`config.mk`:
```
export PLATFORM = sky130hd
export DESIGN_NAME = i2c_evt_unit
export DESIGN_NICKNAME = d
export VERILOG_FILES = /design/src/rtl/i2c_evt_pkg.sv /design/src/rtl/i2c_evt_flag.sv /design/src/rtl/i2c_evt_prio.sv /design/src/rtl/i2c_evt_mask.sv /design/src/rtl/i2c_evt_unit.sv
export SDC_FILE = /design/constraint.sdc
export NUM_CORES = 1
export LEC_CHECK = 0
export BUFFER_PORTS_ARGS = -buffer_cell sky130_fd_sc_hd__clkbuf_2
export CAP_MARGIN = 20
export CORE_MARGIN = 4
export CORE_UTILIZATION = 35
export DETAILED_ROUTE_END_ITERATION = 6
export PLACE_DENSITY = 0.71
export SLEW_MARGIN = 20
export SYNTH_ARGS = -nofsm -noshare
export SYNTH_HDL_FRONTEND = slang
export SYNTH_SLANG_ARGS = --single-unit
```
`constraint.sdc`:
```
create_clock -name clk_i -period 1.8 [get_ports clk_i]
set_input_delay 0 -clock clk_i [delete_from_list [all_inputs] [get_ports clk_i]]
set_output_delay 0 -clock clk_i [all_outputs]
set_load 0.02 [all_outputs]
```
`src/rtl/i2c_evt_pkg.sv`:
```
package i2c_evt_pkg;
  localparam int unsigned NUM_EVT = 7;
  localparam int unsigned CODE_W  = $clog2(NUM_EVT + 1);
  // index i <-> vector code i+1 <-> mask bit i
  localparam logic [NUM_EVT-1:0] LATCHED_SEL  = 7'b110_0111;
  localparam logic [NUM_EVT-1:0] STAT_SHOW_SEL = 7'b010_0111;
  localparam logic [NUM_EVT-1:0] STAT_W1C_SEL  = 7'b010_0100;
endpackage

```
`src/rtl/i2c_evt_flag.sv`:
```
module i2c_evt_flag (
  input  logic clk_i,
  input  logic rst_ni,
  input  logic set_i,
  input  logic clr_i,
  output logic flag_o
);
  always_ff @(posedge clk_i or negedge rst_ni) begin
    if (!rst_ni)     flag_o <= 1'b0;
    else if (set_i)  flag_o <= 1'b1;  // new event beats acknowledge
    else if (clr_i)  flag_o <= 1'b0;
  end
endmodule

```
`src/rtl/i2c_evt_prio.sv`:
```
module i2c_evt_prio #(
  parameter int unsigned N  = 7,
  parameter int unsigned CW = 3
) (
  input  logic [N-1:0]  req_i,
  output logic [CW-1:0] code_o
);
  always_comb begin
    code_o = '0;
    for (int i = N - 1; i >= 0; i--) begin
      if (req_i[i]) code_o = CW'(i + 1);
    end
  end
endmodule

```
`src/rtl/i2c_evt_mask.sv`:
```
module i2c_evt_mask #(
  parameter int unsigned N = 7
) (
  input  logic         clk_i,
  input  logic         rst_ni,
  input  logic         we_i,
  input  logic [N-1:0] wdata_i,
  output logic [N-1:0] mask_o
);
  always_ff @(posedge clk_i or negedge rst_ni) begin
    if (!rst_ni)   mask_o <= '0;
    else if (we_i) mask_o <= wdata_i;
  end
endmodule

```
`src/rtl/i2c_evt_unit.sv`:
```
module i2c_evt_unit
  import i2c_evt_pkg::*;
#(
  parameter int unsigned DATA_W     = 16,
  parameter int unsigned ADDR_W     = 6,
  parameter logic [ADDR_W-1:0] MASK_OFS = 6'h04,
  parameter logic [ADDR_W-1:0] STAT_OFS = 6'h08,
  parameter logic [ADDR_W-1:0] VEC_OFS  = 6'h28,
  parameter int unsigned RSFULL_BIT = 11,
  parameter int unsigned BUSY_BIT   = 12
) (
  input  logic              clk_i,
  input  logic              rst_ni,
  input  logic [ADDR_W-1:0] reg_addr_i,
  input  logic              reg_wr_i,
  input  logic              reg_rd_i,
  input  logic [DATA_W-1:0] reg_wdata_i,
  output logic [DATA_W-1:0] reg_rdata_o,
  input  logic              arb_lost_i,
  input  logic              no_ack_i,
  input  logic              acc_rdy_i,
  input  logic              stop_i,
  input  logic              as_slave_i,
  input  logic              rx_rdy_i,
  input  logic              tx_rdy_i,
  input  logic              rx_shift_full_i,
  input  logic              bus_busy_i,
  output logic              irq_o
);
  logic sel_mask, sel_stat, sel_vec;
  logic mask_we, stat_we, vec_rd;
  logic [NUM_EVT-1:0] evt_in, pend, mask, enabled;
  logic [CODE_W-1:0]  vec_code;
  logic [DATA_W-1:0]  stat_word;
  logic               wdata_unused;

  assign sel_mask = (reg_addr_i == MASK_OFS);
  assign sel_stat = (reg_addr_i == STAT_OFS);
  assign sel_vec  = (reg_addr_i == VEC_OFS);
  assign mask_we  = reg_wr_i & sel_mask;
  assign stat_we  = reg_wr_i & sel_stat;
  assign vec_rd   = reg_rd_i & sel_vec;
  assign wdata_unused = ^reg_wdata_i[DATA_W-1:NUM_EVT];

  assign evt_in = {as_slave_i, stop_i, tx_rdy_i, rx_rdy_i, acc_rdy_i, no_ack_i, arb_lost_i};

  i2c_evt_mask #(.N(NUM_EVT)) u_mask (
    .clk_i   (clk_i),
    .rst_ni  (rst_ni),
    .we_i    (mask_we),
    .wdata_i (reg_wdata_i[NUM_EVT-1:0]),
    .mask_o  (mask)
  );

  for (genvar i = 0; i < NUM_EVT; i++) begin : g_evt
    if (LATCHED_SEL[i]) begin : g_sticky
      logic ack, w1c;
      assign ack = vec_rd & (vec_code == CODE_W'(i + 1));
      assign w1c = STAT_W1C_SEL[i] & stat_we & reg_wdata_i[i];
      i2c_evt_flag u_flag (
        .clk_i  (clk_i),
        .rst_ni (rst_ni),
        .set_i  (evt_in[i]),
        .clr_i  (ack | w1c),
        .flag_o (pend[i])
      );
    end else begin : g_level
      assign pend[i] = evt_in[i];
    end
  end

  assign enabled = pend & mask;
  assign irq_o   = |enabled;

  i2c_evt_prio #(.N(NUM_EVT), .CW(CODE_W)) u_prio (
    .req_i  (enabled),
    .code_o (vec_code)
  );

  always_comb begin
    stat_word = '0;
    for (int i = 0; i < NUM_EVT; i++) begin
      if (STAT_SHOW_SEL[i]) stat_word[i] = pend[i];
    end
    stat_word[RSFULL_BIT] = rx_shift_full_i;
    stat_word[BUSY_BIT]   = bus_busy_i;
  end

  always_comb begin
    reg_rdata_o = '0;
    if (reg_rd_i) begin
      if (sel_mask)     reg_rdata_o = DATA_W'(mask);
      else if (sel_stat) reg_rdata_o = stat_word;
      else if (sel_vec)  reg_rdata_o = DATA_W'(vec_code);
    end
  end
endmodule

```
==> flow_summary_export.csv, run 1 <==
group,metric,value,unit
critical_path,path_class,"flip-flop to primary output",
power,power_density,631,nW/um^2
synth,yosys-top-cells-area,"dfrtp_1, mux2_2, buf_4",
synth,synthFlopType,"dfrtp_1",
power,ir_drop,0.612,mV
die,die_h,58.4,um
cells_and_area,drive_gt1_share,47.0,%
critical_path,critPathTopFamily,"compound AO/OA/AOI/OAI gates",
synth,netlist_area,890,um^2
worst_hold_path,hold_class,"input pin to flip-flop",
timing,fin_crit,1.71,ns
critical_path,worst_path_largest_cell_delay,0.43,ns
critical_path,start_kind,"flip-flop",
synth,netlist_instances,86,
drt,avgRoutedWirePerCell,14.7,um
grt,grt_remaining_overflow,0,
power,p_leak,0.575,nW
clock_network,cts_inserted_buffers,3,
drt,drt_iter0_drc,35,
synth,synth_largest_area_cell,"dfrtp_1",
clock_network,cts_tree,"yes",
critical_path,r2r_start,"g_evt[2].g_sticky.u_flag.flag_o",
critical_path,crit_chain,"a22o_1, a31oi_2, o21ai_0, a22o_1, clkbuf_2",
critical_path,crit_path_end_kind,"primary output",
drt,wl,2410,um
die,coreArea,2450,um^2
cells_and_area,syn_to_final_growth,39.0,%
critical_path,cp_common_cell,"a22o_1",
cells_and_area,fin_area,1240,um^2
timing,max_freq,0.585,GHz
run_status,status,"complete, no violations",
cells_and_area,seq_area,300,um^2
cells_and_area,nFillCells,229,
synth,synth_cell_type_count,42,
worst_hold_path,hp-start,"arb_lost_i",
timing,clock_skew,0.00102,ns
critical_path,cp_num_buf_inv,1,
run,drv_cap,0,
drt,vias,905,
die,ioPinCount,52,
timing,finalSetupTns,0,ns
drt,via_per_inst,5.52,
synth,yosys_warnings,0,
placement,place.gp.congestion,0.780,
critical_path,r2r_slack,0.12,ns
die,num_rows,18,
synth,syn_avg_cell_area,10.3,um^2
grt,grt_usage,13.9,%
timing,hold_viol,0,
die,die_w,58.4,um
synth,synth_top_area_share,33.8,%
timing,period_share,95.0,%
clock_network,clock_path_buffers,2,
clock_network,cts.htree.levels,1,
die,start_util,36.2,%
cells_and_area,nNetsFinal,170,
cells_and_area,n_antenna_cell,0,
timing,slew_violations,0,
synth,synth-edff-count,0,
clock_network,cts.reportedPaths.clkPinSlew,0.08,ns
critical_path,critPathLaunch,"g_evt[2].g_sticky.u_flag.flag_o",
placement,port_buffers,35,
grt,grt_pass1_wl,3770,um
clock_network,cts.sinks,12,
critical_path,arrival,1.71,ns
timing,setup_viol,0,
grt,antenna_found_initial,0,
cells_and_area,final_core_util,50.4,%
clock_network,cts-root-buf,"clkbuf_4",
clock_network,clk_latency,0.27,ns
die,die-area,3410,um^2
critical_path,slowest_stage,"dfrtp_1",
drt,drt_pass1_iterations,4,
drt,drc_errors,0,
cells_and_area,multi_input_area,567,um^2
placement,dp_hpwl,1830,um
timing,hold_ws,0.00813,ns
drt,drtAntennaViolNets,0,
grt,grt_pass1_vias,857,
synth,seq_area_frac_synth,33.8,%
grt,grt_start_max_net_pins,13,
synth,ys_ff_latch,12,
critical_path,worstPathMaxFanout,6,
critical_path,critPathRequiredTime,1.80,ns
placement,placed_area,1060,um^2
synth,async_flop_share,100,%
[cells by family after synthesis]
logic type / Yosys count / synth area share, %
other: 1 / 0.422
muxes: 8 / 10.1
AOI/OAI and AO/OA: 25 / 23.3
and+or+nand+nor: 31 / 24.8
DFF: 12 / 33.8
buffers and inverters: 9 / 7.59
[layout by cell type, fill, tap and decap left out, types with 2 or more instances in the layout]
master / instances
clkbuf_4: 3
dfrtp_1: 12
and3_2: 3
clkbuf_2: 34
o31ai_1: 2
a22oi_2: 2
nand3_1: 3
nor3b_1: 2
dlygate4sd3_1: 11
buf_4: 2
a32o_1: 3
conb_1: 7
and3_1: 2
nand4b_1: 2
a22o_1: 4
nand2_1: 6
mux2_2: 8
[power breakdown]
| group | internal [mW] | leakage, nW | switching [mW] |
|---|---|---|---|
| clock | 0.123 | 0.0210 | 0.0887 |
| combinational | 0.118 | 0.418 | 0.129 |
| sequential | 0.291 | 0.137 | 0.0305 |
| total | 0.531 | 0.575 | 0.249 |
[final cells by class]
class / count / area share (%)
multi-input cells: 71 / 45.9
flip-flops and latches: 12 / 24.3
repair buffers: 47 / 23.9
well taps: 30 / 3.04
clock buffers: 4 / 2.94
[tightest hold or removal path, stage by stage]
cell and delay, ns:
clkbuf_2 0.09, o31ai_1 0.07, o31ai_1 0.07
[metrics by stage]
stage                     worst slack, ns  power [mW]  std cells
after floorplan                     0.274       0.472         92
after global placement              0.174       0.529        149
after detailed placement            0.173       0.536        149
after CTS                         0.00450       0.772        164
after global routing              -0.0116       0.827        164
final                              0.0893       0.780        164
[worst paths after layout]
check                                                  end  cells after the start
setup / recovery                            reg_rdata_o[0]                      5
hold reg to reg            g_evt[1].g_sticky.u_flag.flag_o                      1
setup reg to reg           g_evt[2].g_sticky.u_flag.flag_o                      4
hold / removal             g_evt[0].g_sticky.u_flag.flag_o                      3
min in group asynchronous  g_evt[0].g_sticky.u_flag.flag_o                      2
max in group asynchronous                 u_mask.mask_o[2]                      2
[cells in the mapped netlist, drive strengths merged, types with 2 or more instances]
| library cell | n |
|---|---|
| and3 | 5 |
| nand2 | 7 |
| dfrtp | 12 |
| a22oi | 3 |
| mux2 | 8 |
| nand3 | 3 |
| a22o | 5 |
| buf | 8 |
| a32o | 3 |
| nor3b | 2 |
| nand4b | 2 |
| or4b | 2 |
| o31ai | 2 |
| nor3 | 2 |
[state kept, by name, summed over array words and instances, names as in the netlist]
| signal | flops |
|---|---|
| g_evt.g_sticky.u_flag.flag_o | 5 |
| u_mask.mask_o | 7 |
[layer usage]
metal	global-route usage [%]	vias to the layer above	part of all wire, %
li1	-	427	-
met1	18.2	430	43
met2	23.1	46	48
met3	2.41	2	8.8
met4	4.64	0	0.54
met5	0	-	0
[what timing repair did]
| item | 4_1_cts | 5_1_grt |
|---|---|---|
| gates resized for setup | 1 | 5 |
| hold buffers | 11 | 0 |
| pin swaps | 0 | 1 |
| buffers inserted | 0 | 0 |
| endpoints found under the setup margin | 1 | 2 |
| endpoints found under the hold margin | 22 | 0 |
Power figures use the tool's default switching activity.
==> run 2: changes to the inputs <==
--- a/config.mk
+++ b/config.mk
@@ -5,12 +5,13 @@
 export SDC_FILE = /design/constraint.sdc
 export NUM_CORES = 1
 export LEC_CHECK = 0
-export BUFFER_PORTS_ARGS = -buffer_cell sky130_fd_sc_hd__clkbuf_2
 export CAP_MARGIN = 20
 export CORE_MARGIN = 4
 export CORE_UTILIZATION = 35
+export CTS_CLUSTER_DIAMETER = 150
 export DETAILED_ROUTE_END_ITERATION = 6
-export PLACE_DENSITY = 0.71
+export DONT_BUFFER_PORTS = 1
+export PLACE_DENSITY = 0.54
 export SLEW_MARGIN = 20
 export SYNTH_ARGS = -nofsm -noshare
 export SYNTH_HDL_FRONTEND = slang
==> run 2 against run 1 <==
Clock power increased by 2%. First-iteration DRC count shrank 26%. Critical path type is now flip-flop to flip-flop. Sequential share of layout area grew 1.3 points. Global-route usage is 0.52 points higher. Die area stayed put. Core utilization is 2.5 points lower.
==> flow_summary_export.csv, run 2 (same netlist as run 1, synthesis figures left out) <==
group,metric,value,unit
run_status,status,"complete, no violations",
cells_and_area,syn_to_final_growth,32.1,%
timing,slew_headroom,64.3,%
critical_path,r2r_cells,4,
clock_network,cts_tree,"yes",
power,power_density,655,nW/um^2
run,drv_cap,0,
clock_network,cts_inserted_buffers,3,
die,coreArea,2450,um^2
critical_path,critPathRequiredTime,1.97,ns
critical_path,arrival,1.86,ns
drt,drtAntennaViolNets,0,
drt,wl,2420,um
power,power,0.769,mW
placement,dp_slack,0.144,ns
critical_path,r2r_slack,0.11,ns
die,die-area,3410,um^2
critical_path,start_kind,"flip-flop",
clock_network,cts.htree.levels,1,
placement,dp_hpwl,1730,um
placement,place.gp.congestion,0.839,
die,ioPinCount,52,
cells_and_area,final_common_cell,"dlygate4sd3_1",
clock_network,clk_latency,0.27,ns
clock_network,cts.sinks,12,
cells_and_area,largest_reg_flops,7,
drt,drt_pass1_iterations,4,
die,die_w,58.4,um
clock_network,cts-root-buf,"clkbuf_4",
cells_and_area,instances_no_fill,142,
critical_path,path_class,"flip-flop to flip-flop",
cells_and_area,nNetsFinal,148,
clock_network,cts.reportedPaths.clkPinSlew,0.08,ns
cells_and_area,drive_gt1_share,25.9,%
cells_and_area,reg.largest.list,"u_mask.mask_o: 7 flops, g_evt.g_sticky.u_flag.flag_o: 5 flops",
cells_and_area,regMostFlops,"u_mask.mask_o",
grt,grt_pass1_wl,3790,um
critical_path,critPathLaunch,"g_evt[2].g_sticky.u_flag.flag_o",
die,num_rows,18,
timing,clock_skew,0.000936,ns
timing,hold_viol,0,
timing,fin_crit,1.69,ns
grt,grt_pass1_vias,791,
grt,grt_start_max_net_pins,13,
critical_path,worstPathMaxFanout,6,
drt,via_per_inst,5.83,
critical_path,crit_path_end_kind,"flip-flop",
drt,drc_errors,0,
timing,worstMarginPinSlew,0.534,ns
grt,grt_usage,14.4,%
timing,max_freq,0.591,GHz
drt,drt_iter0_drc,26,
critical_path,endpoint,"g_evt[2].g_sticky.u_flag.flag_o",
drt,vias,828,
cells_and_area,final_core_util,47.9,%
placement,port_buffers,0,
timing,hold_ws,0.00741,ns
timing,slew_violations,0,
die,die_h,58.4,um
timing,rsz0062_at_grt,"no",
cells_and_area,fin_area,1170,um^2
worst_hold_path,hold_class,"input pin to flip-flop",
die,start_util,36.2,%
timing,fin_ws,0.107,ns
drt,avgRoutedWirePerCell,17.0,um
cells_and_area,layout_common_cells,"dlygate4sd3_1, dfrtp_1, mux2_2, conb_1, nand2_1",
grt,grt_remaining_overflow,0,
critical_path,r2r_start,"g_evt[2].g_sticky.u_flag.flag_o",
power,p_leak,0.496,nW
timing,period_share,94.0,%
placement,placed_area,905,um^2
timing,setup_viol,0,
critical_path,r2r_end,"g_evt[2].g_sticky.u_flag.flag_o",
clock_network,clock_path_buffers,2,
cells_and_area,n_antenna_cell,0,
grt,antenna_found_initial,0,
power,ir_drop,0.523,mV
placement,dp.cells,116,
timing,finalSetupTns,0,ns
run 2: changes by cell type in the layout (fill, tap and decap cells not counted), sizes merged:
cell / change
buf: +1
clkbuf: -34
dlygate4sd3: +11
run 2: final cells by class:
cell class	count	area, um^2
multi-input combinational	71	558
timing repair buffer	25	243
fill	249	1280
tap	30	37.5
sequential	12	300
clock buffer	4	36.3
run 2: per-layer routing:
metal  global-route usage, %  share of wire, %
met1                    17.7                40
met2                    24.2                47
met3                    3.95                11
met4                    4.97               2.0
met5                       0                 0
run 2: worst min-delay path by stage:
stage	start	to	slack (ns)	cells past startpoint
finish	reg_wr_i	u_mask.mask_o[0]	0.007	2
detailed placement	rst_ni	u_mask.mask_o[0]	-0.30	0
floorplan	rst_ni	g_evt[0].g_sticky.u_flag.flag_o	-0.30	0
global placement	rst_ni	u_mask.mask_o[0]	-0.30	0
CTS	reg_wr_i	u_mask.mask_o[0]	0.0001	2
global route	reg_wr_i	u_mask.mask_o[0]	0.003	2
run 2: repair_timing:
| action | CTS | global route |
|---|---|---|
| hold endpoints to repair | 24 | 0 |
| endpoints found under the setup margin | 1 | 2 |
| hold buffers | 22 | 0 |
| resized for setup | 1 | 2 |
| buffers inserted | 0 | 0 |
run 2: report_power, final:
part	switching, mW	total (mW)	internal, mW
combinational	0.116	0.236	0.120
clock	0.0927	0.216	0.123
sequential	0.0278	0.318	0.291
total	0.236	0.769	0.533
run 2: critical path: stages, from the launching register on:
cell and delay, ns:
dfrtp_1 0.42, nand2_1 0.07, a32o_1 0.33, or4_1 0.51, a31o_2 0.25
